**config.mk**
```make
export PLATFORM = sky130hd
export DESIGN_NAME = irq_cascade_agg
export DESIGN_NICKNAME = d
export VERILOG_FILES = /design/src/rtl/ica_pkg.sv /design/src/rtl/ica_sync.sv /design/src/rtl/ica_block.sv /design/src/rtl/ica_regif.sv /design/src/rtl/irq_cascade_agg.sv
export SDC_FILE = /design/constraint.sdc
export NUM_CORES = 1
export LEC_CHECK = 0
export ABC_AREA = 1
export BUFFER_PORTS_ARGS = -buffer_cell sky130_fd_sc_hd__buf_2
export CAP_MARGIN = 20
export CORE_AREA = 2 2 257 259
export CTS_CLUSTER_SIZE = 25
export DETAILED_ROUTE_END_ITERATION = 10
export DIE_AREA = 0 0 259 261
export PLACE_DENSITY = 0.51
export SLEW_MARGIN = 20
export SYNTH_ARGS = -nofsm -noshare
export SYNTH_HDL_FRONTEND = slang
export SYNTH_SLANG_ARGS = --single-unit
```
**constraint.sdc**
```tcl
create_clock -name clk -period 3.6 [get_ports clk]
set_input_delay 0.18 -clock clk [delete_from_list [all_inputs] [get_ports clk]]
set_output_delay 0.18 -clock clk [all_outputs]
set_load 0.01 [all_outputs]
```
**src/rtl/ica_pkg.sv**
```systemverilog
package ica_pkg;
  localparam int N_MASTERS   = 2;
  localparam int BLK_PER_M   = 7;
  localparam int SRC_PER_BLK = 8;
  localparam int N_BLK       = N_MASTERS * BLK_PER_M;
  localparam int N_SRC       = N_BLK * SRC_PER_BLK;
  localparam int ADDR_W      = 10;
  localparam int DATA_W      = SRC_PER_BLK;

  localparam logic [ADDR_W-1:0] M0_BASE = 10'h130;
  localparam logic [ADDR_W-1:0] M1_BASE = 10'h1B0;

  // offsets of group n registers relative to n within a master window
  localparam int OFF_CLR  = 1;
  localparam int OFF_MASK = 8;
  localparam int OFF_RT   = 15;
  localparam int WIN_SPAN = OFF_RT + BLK_PER_M + 1;

  typedef logic [DATA_W-1:0] byte_t;

  function automatic logic [ADDR_W-1:0] master_base(int m);
    return (m == 0) ? M0_BASE : M1_BASE;
  endfunction
endpackage

```
**src/rtl/ica_sync.sv**
```systemverilog
module ica_sync #(
  parameter int W      = 8,
  parameter int STAGES = 2
) (
  input  logic         clk,
  input  logic         rst,
  input  logic [W-1:0] d,
  output logic [W-1:0] q
);
  logic [W-1:0] stg [STAGES];

  always_ff @(posedge clk) begin
    if (rst) begin
      for (int i = 0; i < STAGES; i++) stg[i] <= '0;
    end else begin
      stg[0] <= d;
      for (int i = 1; i < STAGES; i++) stg[i] <= stg[i-1];
    end
  end

  assign q = stg[STAGES-1];
endmodule

```
**src/rtl/ica_block.sv**
```systemverilog
module ica_block #(
  parameter int W = 8
) (
  input  logic         clk,
  input  logic         rst,
  input  logic [W-1:0] lvl,
  input  logic         clr_we,
  input  logic         mask_we,
  input  logic [W-1:0] wdata,
  output logic [W-1:0] stat_q,
  output logic [W-1:0] mask_q,
  output logic         any
);
  logic [W-1:0] prev_q;
  logic [W-1:0] rise;
  logic [W-1:0] arm;
  logic [W-1:0] clr_bits;

  assign rise     = lvl & ~prev_q;
  assign arm      = rise & ~mask_q;
  assign clr_bits = clr_we ? wdata : '0;

  always_ff @(posedge clk) begin
    if (rst) begin
      prev_q <= '0;
      stat_q <= '0;
      mask_q <= '1;
    end else begin
      prev_q <= lvl;
      // a fresh edge wins over a simultaneous clear
      stat_q <= (stat_q & ~clr_bits) | arm;
      if (mask_we) mask_q <= wdata;
    end
  end

  assign any = |(stat_q & ~mask_q);


  masked_no_set_chk: assert property (@(posedge clk) disable iff (rst)
    ((stat_q & ~$past(stat_q) & $past(mask_q)) == '0));


  clear_takes_chk: assert property (@(posedge clk) disable iff (rst)
    $past(clr_we) |-> ((stat_q & $past(wdata) & ~$past(arm)) == '0));


  mask_load_chk: assert property (@(posedge clk) disable iff (rst)
    $past(mask_we) |-> (mask_q == $past(wdata)));
endmodule

```
**src/rtl/ica_regif.sv**
```systemverilog
module ica_regif
  import ica_pkg::*;
(
  input  logic                           clk,
  input  logic                           rst,
  input  logic                           wr_en,
  input  logic                           rd_en,
  input  logic [ADDR_W-1:0]              addr,
  input  byte_t                          wdata,
  input  logic [N_BLK-1:0][DATA_W-1:0]   stat_v,
  input  logic [N_BLK-1:0][DATA_W-1:0]   mask_v,
  input  logic [N_BLK-1:0][DATA_W-1:0]   rt_v,
  input  logic [N_MASTERS-1:0][DATA_W-1:0] sum_v,
  output logic [N_BLK-1:0]               clr_we,
  output logic [N_BLK-1:0]               mask_we,
  output byte_t                          rdata
);
  logic [N_MASTERS-1:0]             hit;
  logic [N_MASTERS-1:0][ADDR_W-1:0] off;
  byte_t                            rd_val;
  logic                             rd_hit;

  generate
    for (genvar m = 0; m < N_MASTERS; m++) begin : g_win
      localparam logic [ADDR_W-1:0] BASE = master_base(m);
      assign hit[m] = (addr >= BASE) && (addr < BASE + ADDR_W'(WIN_SPAN));
      assign off[m] = addr - BASE;
    end
  endgenerate

  always_comb begin
    clr_we  = '0;
    mask_we = '0;
    rd_val  = '0;
    rd_hit  = 1'b0;
    for (int m = 0; m < N_MASTERS; m++) begin
      if (hit[m]) begin
        if (off[m] == '0) begin
          rd_val = sum_v[m];
          rd_hit = 1'b1;
        end
        for (int n = 1; n <= BLK_PER_M; n++) begin
          if (off[m] == ADDR_W'(n)) begin
            rd_val = stat_v[m*BLK_PER_M + n - 1];
            rd_hit = 1'b1;
          end
          if (off[m] == ADDR_W'(n + OFF_CLR))
            clr_we[m*BLK_PER_M + n - 1] = wr_en;
          if (off[m] == ADDR_W'(n + OFF_MASK)) begin
            mask_we[m*BLK_PER_M + n - 1] = wr_en;
            rd_val = mask_v[m*BLK_PER_M + n - 1];
            rd_hit = 1'b1;
          end
          if (off[m] == ADDR_W'(n + OFF_RT)) begin
            rd_val = rt_v[m*BLK_PER_M + n - 1];
            rd_hit = 1'b1;
          end
        end
      end
    end
  end

  always_ff @(posedge clk) begin
    if (rst)        rdata <= '0;
    else if (rd_en) rdata <= rd_val;
  end


  unmapped_zero_chk: assert property (@(posedge clk) disable iff (rst)
    (rd_en && !rd_hit) |=> (rdata == '0));
endmodule

```
**src/rtl/irq_cascade_agg.sv**
```systemverilog
module irq_cascade_agg
  import ica_pkg::*;
#(
  parameter int SYNC_STAGES = 2
) (
  input  logic              clk,
  input  logic              rst,
  input  logic [N_SRC-1:0]  src_in,
  input  logic              wr_en,
  input  logic              rd_en,
  input  logic [ADDR_W-1:0] addr,
  input  logic [DATA_W-1:0] wdata,
  output logic [DATA_W-1:0] rdata,
  output logic              irq
);
  logic [N_SRC-1:0]                 lvl;
  logic [N_BLK-1:0][DATA_W-1:0]     stat_v;
  logic [N_BLK-1:0][DATA_W-1:0]     mask_v;
  logic [N_BLK-1:0][DATA_W-1:0]     rt_v;
  logic [N_MASTERS-1:0][DATA_W-1:0] sum_v;
  logic [N_BLK-1:0]                 any;
  logic [N_BLK-1:0]                 clr_we;
  logic [N_BLK-1:0]                 mask_we;
  logic                             m1_pend;

  ica_sync #(.W(N_SRC), .STAGES(SYNC_STAGES)) u_sync (
    .clk(clk), .rst(rst), .d(src_in), .q(lvl)
  );

  generate
    for (genvar g = 0; g < N_BLK; g++) begin : g_blk
      assign rt_v[g] = lvl[g*SRC_PER_BLK +: SRC_PER_BLK];
      ica_block #(.W(SRC_PER_BLK)) u_blk (
        .clk    (clk),
        .rst    (rst),
        .lvl    (lvl[g*SRC_PER_BLK +: SRC_PER_BLK]),
        .clr_we (clr_we[g]),
        .mask_we(mask_we[g]),
        .wdata  (wdata),
        .stat_q (stat_v[g]),
        .mask_q (mask_v[g]),
        .any    (any[g])
      );
    end
  endgenerate

  // master 1 feeds the chain bit of master 0
  assign m1_pend  = |any[N_BLK-1:BLK_PER_M];
  assign sum_v[1] = {any[N_BLK-1:BLK_PER_M], 1'b0};
  assign sum_v[0] = {any[BLK_PER_M-1:0], m1_pend};

  ica_regif u_regif (
    .clk(clk), .rst(rst), .wr_en(wr_en), .rd_en(rd_en), .addr(addr),
    .wdata(wdata), .stat_v(stat_v), .mask_v(mask_v), .rt_v(rt_v),
    .sum_v(sum_v), .clr_we(clr_we), .mask_we(mask_we), .rdata(rdata)
  );

  always_ff @(posedge clk) begin
    if (rst) irq <= 1'b0;
    else     irq <= |sum_v[0];
  end


  chain_irq_chk: assert property (@(posedge clk) disable iff (rst)
    m1_pend |=> irq);


  irq_cause_chk: assert property (@(posedge clk) disable iff (rst)
    irq |-> $past(|any));
endmodule

```
Word-level counts from Yosys, hierarchy flattened --
Memory sizes are Yosys's and may differ from the RTL's. Index checks and enable logic that the tools add are counted.
Word-level totals: bits in registers 345, bits in writable memories 224, output and inout bits 9, word-level logic and storage cells 326, memories kept 1
Operators by class: add/sub/neg operators 2, $lt $le $gt $ge 4, equal/unequal tests 44, multiplexer cells 97, bitwise operators 114, reductions and logical operators 20
Memory list:
- u_sync.stg | depth 2, bits a word 112, rd ports 2, clocked after Yosys merged registers in 0, write ports 2, line ica_sync.sv:10 | logic [W-1:0] stg [STAGES];
Operators with widths (count):
- $mux 8 | 60
- $and 8x8->8 | 56
- $not 8->8 | 42
- $mux 112 | 2
- $eq 10x4->1 const B | 16
- $eq 10x5->1 const B | 14
- $or 8x8->8 | 14
- $reduce_or 112->1 | 1
- $reduce_or 8->1 | 14
- $eq 10x3->1 const B | 8
- $reduce_or 56->1 | 1
- $eq 10x2->1 const B | 4
- $mux 1 | 31
- $mux 7 | 4
- $eq 10x1->1 const B | 2
- $ge 10x9->1 const B | 2
- $logic_not 10->1 | 2
- $lt 10x9->1 const B | 2
- $sub 10x9->10 const B | 2
- $logic_and 1x1->1 | 2
- $or 1x1->1 | 2

Longest topological paths before layout --
Gate-level depths: netlist of the first run.
depth after elaboration 49, mapped depth 37, depth with buffers taken out 37

By module --
Synthesis of the first run repeated with hierarchy kept, for this count alone.
Unflattened totals: cells, all modules 3402, area, all modules 24305.8 µm²
Modules (own cells, without submodules):
- ica_block | instances 14, cells an instance 115, area each 895.9 µm², seq. area each 480.5 µm²
- ica_sync | instances 1, cells an instance 809, area each 7247.0 µm², seq. area each 4484.3 µm²
- ica_regif | instances 1, cells an instance 964, area each 4423.0 µm², seq. area each 160.2 µm²
- irq_cascade_agg | instances 1, cells an instance 19, area each 93.8 µm², seq. area each 20.0 µm²

Worst setup path after synthesis of the first run --
No wires, ideal clock.
path kind input-to-reg, start input port addr[5], end register u_regif.rdata[1], arrival 2533 ps, data required time 3468 ps, setup slack 935 ps, cell stages on the path 35, buffers on the path 1, cells stage by stage nand2_1 > nand2_2 > o21ai_4 > inv_2 > nor2_2 > nand2_1 > buf_2 > o21ai_1 > inv_1 > nand2_1 > nand3_1 > nand2_1 > nand3_1 > nand2_1 > nand3_1 > nand2_1 > nand3_1 > nand2_1 > nand3_1 > nand2_1 > nand3_1 > nand2_1 > nand3_1 > nand2_1 > nand3_1 > nand2_1 > nand3_1 > nand2_1 > nand4_1 > nand2_1 > nand4_1 > nor2_1 > nand3_1 > nand2_1 > a21oi_1
Between the ends: longest elaborated chain between the ends 48
Ends and longest elaborated chain:
- from (decl) | line irq_cascade_agg.sv:11 | input logic [ADDR_W-1:0] addr,
- $sub 10x9->10 | line ica_regif.sv:27 | assign off[m] = addr - BASE;
- $logic_not 10->1 | line ica_regif.sv:38 | if (off[m] == '0) begin
- $mux 8 | line ica_regif.sv:38
- $mux 8 | line ica_regif.sv:43 | if (off[m] == ADDR_W'(n)) begin
- $mux 8 | line ica_regif.sv:49 | if (off[m] == ADDR_W'(n + OFF_MASK)) begin
- $mux 8 | line ica_regif.sv:54 | if (off[m] == ADDR_W'(n + OFF_RT)) begin
- $mux 8 | line ica_regif.sv:43
- $mux 8 | line ica_regif.sv:49
- (+32 left out)
- $mux 8 | line ica_regif.sv:54
- $mux 8 | line ica_regif.sv:43
- $mux 8 | line ica_regif.sv:49
- $mux 8 | line ica_regif.sv:54
- $mux 8 | line ica_regif.sv:43
- $mux 8 | line ica_regif.sv:49
- $mux 8 | line ica_regif.sv:54
- $mux 8 (*) | line ica_regif.sv:37 | if (hit[m]) begin
- to (signal assigned) | line ica_regif.sv:65 | else if (rd_en) rdata <= rd_val;
- to (decl) | line ica_regif.sv:16 | output byte_t rdata
Every way passes the cells marked *; elsewhere a longest branch is shown, timed or not. A chain may end at the register's enable or synchronous reset.

Final worst setup path of the first run --
start register g_blk[2].u_blk.mask_q[7], end register u_regif.rdata[3]
Between the ends: longest elaborated chain between the ends 49
Ends and longest elaborated chain:
- from (decl) | line ica_block.sv:11 | output logic [W-1:0] mask_q,
- from (signal assigned) | line ica_block.sv:32 | if (mask_we) mask_q <= wdata;
- $not 8->8 (*) | line ica_block.sv:36 | assign any = |(stat_q & ~mask_q);
- $and 8x8->8 (*) | line ica_block.sv:36
- $reduce_or 8->1 (*) | line ica_block.sv:36
- $mux 8 (*) | line ica_regif.sv:38
- $mux 8 (*) | line ica_regif.sv:43
- $mux 8 (*) | line ica_regif.sv:49
- $mux 8 (*) | line ica_regif.sv:54
- $mux 8 (*) | line ica_regif.sv:43
- (+33 left out)
- $mux 8 | line ica_regif.sv:54
- $mux 8 | line ica_regif.sv:43
- $mux 8 | line ica_regif.sv:49
- $mux 8 | line ica_regif.sv:54
- $mux 8 | line ica_regif.sv:43
- $mux 8 | line ica_regif.sv:49
- $mux 8 | line ica_regif.sv:54
- $mux 8 (*) | line ica_regif.sv:37
Marked as above.

==> results of run 1 <==
==> worst max path at each step <==
stage / endpoint / cells past startpoint / slack [ns] / startpoint
4_1_cts: u_regif.rdata[6] / 34 / 0.02 / g_blk[5].u_blk.mask_q[7]
3_5_place_dp: u_regif.rdata[3] / 35 / -0.25 / addr[9]
2_1_floorplan: u_regif.rdata[1] / 35 / 0.93 / addr[5]
6_report: u_regif.rdata[3] / 37 / 0.11 / g_blk[2].u_blk.mask_q[7]
5_1_grt: u_regif.rdata[0] / 35 / -0.20 / g_blk[13].u_blk.mask_q[3]
3_3_place_gp: u_regif.rdata[2] / 37 / -0.21 / addr[5]
==> logic make-up after synthesis <==
group / after synthesis / share of synthesized area, %
buffers and inverters: 684 / 11.4
DFF: 569 / 50.6
AOI/OAI and AO/OA: 480 / 12.0
and+or+nand+nor: 1442 / 25.9
==> registers in the layout (all words and copies together), names as in the netlist <==
name                count
g_blk.u_blk.prev_q    112
g_blk.u_blk.mask_q    112
g_blk.u_blk.stat_q    112
irq                     1
u_sync.stg            224
u_regif.rdata           8
==> placed cells by master (no fill, tap or decap), drive strengths merged, types with 40 or more instances in the layout <==
cell / count
nand4: 40
buf: 286
a21oi: 176
nand3: 100
dlygate4sd3: 113
nand2: 706
inv: 566
clkbuf: 80
o21ai: 185
nor2: 533
dfxtp: 569
o211ai: 112
==> layout make-up <==
cell class | count | share of cell area [%]
diodes | 1 | 0.00867
clock buffers | 80 | 6.02
clock inverters | 30 | 1.33
inverters | 574 | 7.47
multi-input cells | 1922 | 31.3
flip-flops and latches | 569 | 39.7
well taps | 864 | 3.75
repair buffers | 399 | 10.4
==> report_power, final <==
group | internal (W) | total [W] | switching [W]
Combinational | 0.000250 | 0.000662 | 0.000411
Clock | 0.00395 | 0.00658 | 0.00262
Sequential | 0.00645 | 0.00651 | 0.0000622
==> what timing repair did <==
action,CTS,global route
setup buffers,0,19
hold buffers,113,0
pin swaps,0,160
gates resized for setup,1,248
endpoints found under the hold margin,120,0
setup endpoints to repair,1,8
==> stage by stage <==
step / hold WS (ns) / power [W] / setup TNS [ns] / worst slack, ns
finish: -0.00857 / 0.0138 / 0 / 0.105
global route: 0.0485 / 0.0142 / -0.792 / -0.197
CTS: 0.00520 / 0.0139 / 0 / 0.0198
detailed placement: 0.385 / 0.00722 / -1.39 / -0.247
global placement: 0.382 / 0.00722 / -1.01 / -0.211
floorplan: 0.287 / 0.00694 / 0 / 0.935
==> layer usage <==
metal	track usage [%]	vias up	wire [um]
met3	2.48	88	3320
met2	32.6	413	31300
met4	5.43	2	1460
met5	0	-	7
met1	27.8	9267	32500
li1	-	10509	-
==> worst max-delay path, delay by kind of cell (launching register included) <==
family	cells	cell delay (ns)
AO/OA/AOI/OAI	2	0.12
flip-flops	1	0.32
buffers and inverters	1	0.06
AND/OR/NAND/NOR	34	2.88
==> flow_metrics.env, run 1 <==
export IMPL_cp_slowest_stage_delay_ns=0.32
export IMPL_cts_buffers=60
export IMPL_max_freq_ghz=0.286
export IMPL_period_share_pct=97.1
export IMPL_ys_seq_area_share_pct=50.6
export IMPL_grt_max_degree=109
export IMPL_final_layout_size_suffix_gt1_share_pct=18.6
export IMPL_post_synth_top_area_cell="dfxtp_1"
export IMPL_clk_pin_slew_ns=0.06
export IMPL_hold_slack_ns=-0.00857
export IMPL_synth_nets=3309
export IMPL_tightest_slew_ns=0.753
export IMPL_seqCellArea_um2=11500
export IMPL_drv_cap=0
export IMPL_netlist_area_um2=22500
export IMPL_synth_top_area_share_pct=50.6
export IMPL_fp_dieW_um=259
export IMPL_status="finished, violations left"
export IMPL_p_leak_nw=13.7
export IMPL_cp_common_cell="nand2_1"
export IMPL_final_nets=3660
export IMPL_path_max_fanout=2
export IMPL_multi_input_area_um2=9040
export IMPL_port_buffers=142
export IMPL_arrival_ns=3.99
export IMPL_timing_rr_end="u_regif.rdata[3]"
export IMPL_routedWlPerCell_um=15.4
export IMPL_min_to="u_sync.stg[0][105]"
export IMPL_ir_drop_uv=330
export IMPL_critPathSlowestCell="dfxtp_2"
export IMPL_synth_edff_count=0
export IMPL_dp_hpwl_um=47200
export IMPL_cts_tree="done"
export IMPL_powerDensity_nw_per_um2=477
export IMPL_r2r_slack_ns=0.11
export IMPL_ys_top_cells_by_area="dfxtp_1, nand2_1, inv_1"
export IMPL_boundaryPins=143
export IMPL_hp_class="input port to register"
export IMPL_ys_ff_latch=569
export IMPL_viasPerCell=4.57
export IMPL_asyncSetResetFlopFracSynth_pct=0
export IMPL_insertion_delay_ns=0.62
export IMPL_cts_root_buf="clkbuf_16"
export IMPL_area_growth_pct=28.2
export IMPL_row_count=94
export IMPL_start_util_pct=34.6
export IMPL_gr_total_overflow=0
export IMPL_fp_dieH_um=261
export IMPL_timing_final_setup_violations=0
export IMPL_crit_type="register to register"
export IMPL_cts_max_level=2
export IMPL_drv_slew=0
export IMPL_fin_crit_ns=3.49
export IMPL_yosys_most_used_dff="dfxtp_1"
export IMPL_grt_pass1_vias=19037
export IMPL_gr_usage_all_layers_pct=20.0
export IMPL_rr_worst_depth=37
export IMPL_synthCells=3175
export IMPL_violations="negative hold slack"
export IMPL_critPathRequiredTime_ns=4.09
export IMPL_postPlaceCellArea_um2=24900
export IMPL_drt_iter0_markers=1450
export IMPL_yosys_warnings=0
export IMPL_ant_nets=0
export IMPL_syn_area_per_cell_um2=7.09
export IMPL_stdcell_area_um2=28800
export IMPL_n_fill_cell=6745
export IMPL_num_vias=20279
export IMPL_min_from="rst"
export IMPL_grt_pass1_wl_um=107000
export IMPL_yosysMostFrequentCell="nand2_1"
export IMPL_min_path_cells=2
export IMPL_drc=0
export IMPL_die_area_um2=67600
export IMPL_antenna_found_initial=3
export IMPL_clockBufferDepth=3
export IMPL_place_inst=4196
export IMPL_fin_skew_ns=0.0190
export IMPL_yosys_cell_types_count=34
export IMPL_reg2reg_from="g_blk[2].u_blk.mask_q[7]"
export IMPL_utilization_pct=44.4
export IMPL_hold_viol_final=7
export IMPL_gp_congestion=0.894
export IMPL_start_kind="register"
export IMPL_clock_sinks=569
export IMPL_netlist_top_cells_count="nand2_1, dfxtp_1, inv_1"
export IMPL_drtPass1Iterations=6
export IMPL_layoutNonFillerInstCount=4439
export IMPL_cp_end_kind="register"
export IMPL_core_area_um2=65000
export IMPL_slew_limit_headroom_pct=49.4
export IMPL_rsz0062_at_grt="true"
export IMPL_wl_um=68600
Note: power is estimated with default switching activity, not from simulation.
==> inputs of run 2 (changes only) <==
clock period = 3.8 ns   (was 3.6 ns; I/O delays follow)
==> flow_metrics.env, run 2 (synthesis results as in run 1) <==
export IMPL_status="completed"
export IMPL_path_max_fanout=3
export IMPL_crit_buf_inv=1
export IMPL_fp_dieW_um=259
export IMPL_gr_usage_all_layers_pct=19.9
export IMPL_final_layout_size_suffix_gt1_share_pct=12.7
export IMPL_fin_crit_ns=3.53
export IMPL_cp_common_cell="nand2_1"
export IMPL_antenna_found_initial=6
export IMPL_port_buffers=142
export IMPL_fin_skew_ns=0.0189
export IMPL_boundaryPins=143
export IMPL_cts_max_level=2
export IMPL_largest_register_ffs=224
export IMPL_min_path_cells=2
export IMPL_final_nets=3597
export IMPL_dp_hpwl_um=47000
export IMPL_n_fill_cell=6819
export IMPL_rsz0062_at_grt="true"
export IMPL_clockBufferDepth=3
export IMPL_utilization_pct=43.1
export IMPL_powerDensity_nw_per_um2=464
export IMPL_arrival_ns=4.01
export IMPL_seqCellArea_um2=11400
export IMPL_row_count=94
export IMPL_gr_total_overflow=0
export IMPL_start_util_pct=34.6
export IMPL_p_leak_nw=13.3
export IMPL_cts_buffers=61
export IMPL_ant_nets=0
export IMPL_critPathRequiredTime_ns=4.28
export IMPL_max_freq_ghz=0.284
export IMPL_viasPerCell=4.61
export IMPL_timing_final_setup_violations=0
export IMPL_drtPass1Iterations=6
export IMPL_gp_congestion=0.903
export IMPL_wl_um=68300
export IMPL_tns_ns=0
export IMPL_drv_cap=0
export IMPL_clk_pin_slew_ns=0.07
export IMPL_grt_pass1_vias=18707
export IMPL_period_share_pct=92.8
export IMPL_crit_family="simple AND/OR/NAND/NOR gates"
export IMPL_clock_sinks=569
export IMPL_cts_root_buf="clkbuf_16"
export IMPL_grt_max_degree=150
export IMPL_drc=0
export IMPL_ir_drop_uv=345
export IMPL_slew_limit_headroom_pct=29.0
export IMPL_crit_cells=34
export IMPL_routedWlPerCell_um=15.6
export IMPL_cp_slowest_stage_delay_ns=0.35
export IMPL_area_growth_pct=24.4
export IMPL_drv_slew=0
export IMPL_critPathSlowestCell="dfxtp_2"
export IMPL_core_area_um2=65000
export IMPL_hp_class="input port to register"
export IMPL_num_vias=20178
export IMPL_crit_type="register to register"
export IMPL_drt_iter0_markers=1465
export IMPL_regMostFlops="u_sync.stg"
export IMPL_multi_input_area_um2=8730
export IMPL_cp_end_kind="register"
export IMPL_grt_pass1_wl_um=106000
export IMPL_rr_worst_depth=34
export IMPL_die_area_um2=67600
export IMPL_insertion_delay_ns=0.63
export IMPL_hold_viol_final=0
export IMPL_layout_commonest_cell="nand2_1"
export IMPL_fp_dieH_um=261
export IMPL_num_antenna_cells=0
export IMPL_cts_tree="done"
export IMPL_tightest_slew_ns=1.06
export IMPL_start_kind="register"
export IMPL_layout_common_cells="nand2_1, dfxtp_1, inv_1, nor2_1, a21oi_1"
[run 2: cell types whose count changed in the layout (fill, tap and decap cells not counted), sizes merged]
cell	previous run	this run
inv	566	568
clkinvlp	9	3
clkinv	21	24
buf	286	222
clkbuf	80	84
diode	1	0
bufinv	8	6
[run 2: path summary, 6_finish.rpt]
check	from	endpoint	slack [ns]
max	g_blk[6].u_blk.mask_q[7]	u_regif.rdata[7]	0.27
min	rst	g_blk[0].u_blk.prev_q[6]	0.06
max reg2reg	g_blk[6].u_blk.mask_q[7]	u_regif.rdata[7]	0.27
min reg2reg	u_sync.stg[0][54]	u_sync.stg[0][166]	0.39
[run 2: what timing repair did]
item | 4_1_cts | 5_1_grt
gates resized for setup | 0 | 80
endpoints found under the setup margin | 0 | 7
setup buffers | 0 | 2
hold endpoints to repair | 120 | 0
hold buffers | 113 | 0
[run 2: layout make-up]
class                   instances  area share [%]
well taps                     864            3.86
clock buffers                  84            6.48
clock inverters                27            1.13
repair buffers                335            8.89
flip-flops and latches        569            40.8
multi-input cells            1922            31.2
inverters                     574            7.70
[run 2: stage by stage]
| stage | setup WS [ns] | hold slack, ns | total power (W) | cell area (um^2) | cells |
|---|---|---|---|---|---|
| 2_1_floorplan | 1.12 | 0.297 | 0.00657 | 22500 | 3175 |
| 3_3_place_gp | 0.00831 | 0.389 | 0.00683 | 24500 | 4149 |
| 3_5_place_dp | -0.0468 | 0.392 | 0.00683 | 24500 | 4149 |
| 4_1_cts | 0.156 | 0.0389 | 0.0132 | 27800 | 4373 |
| 5_1_grt | -0.0773 | 0.0696 | 0.0135 | 28000 | 4375 |
| 6_report | 0.273 | 0.0563 | 0.0130 | 28000 | 4375 |
[run 2: routing by layer]
metal	share of wire (%)	routed length, um	up-vias	global-route usage [%]
met1	47	32100	9274	27.2
met4	2.3	1570	8	5.20
li1	-	-	10366	-
met2	45	30800	429	32.3
met5	0.063	43	-	0
met3	5.6	3810	101	3.90
[run 2: power breakdown]
group          internal (W)  total, W  switching, W
sequential          0.00611   0.00617     0.0000610
combinational      0.000226  0.000610      0.000384
clock               0.00373   0.00622       0.00249
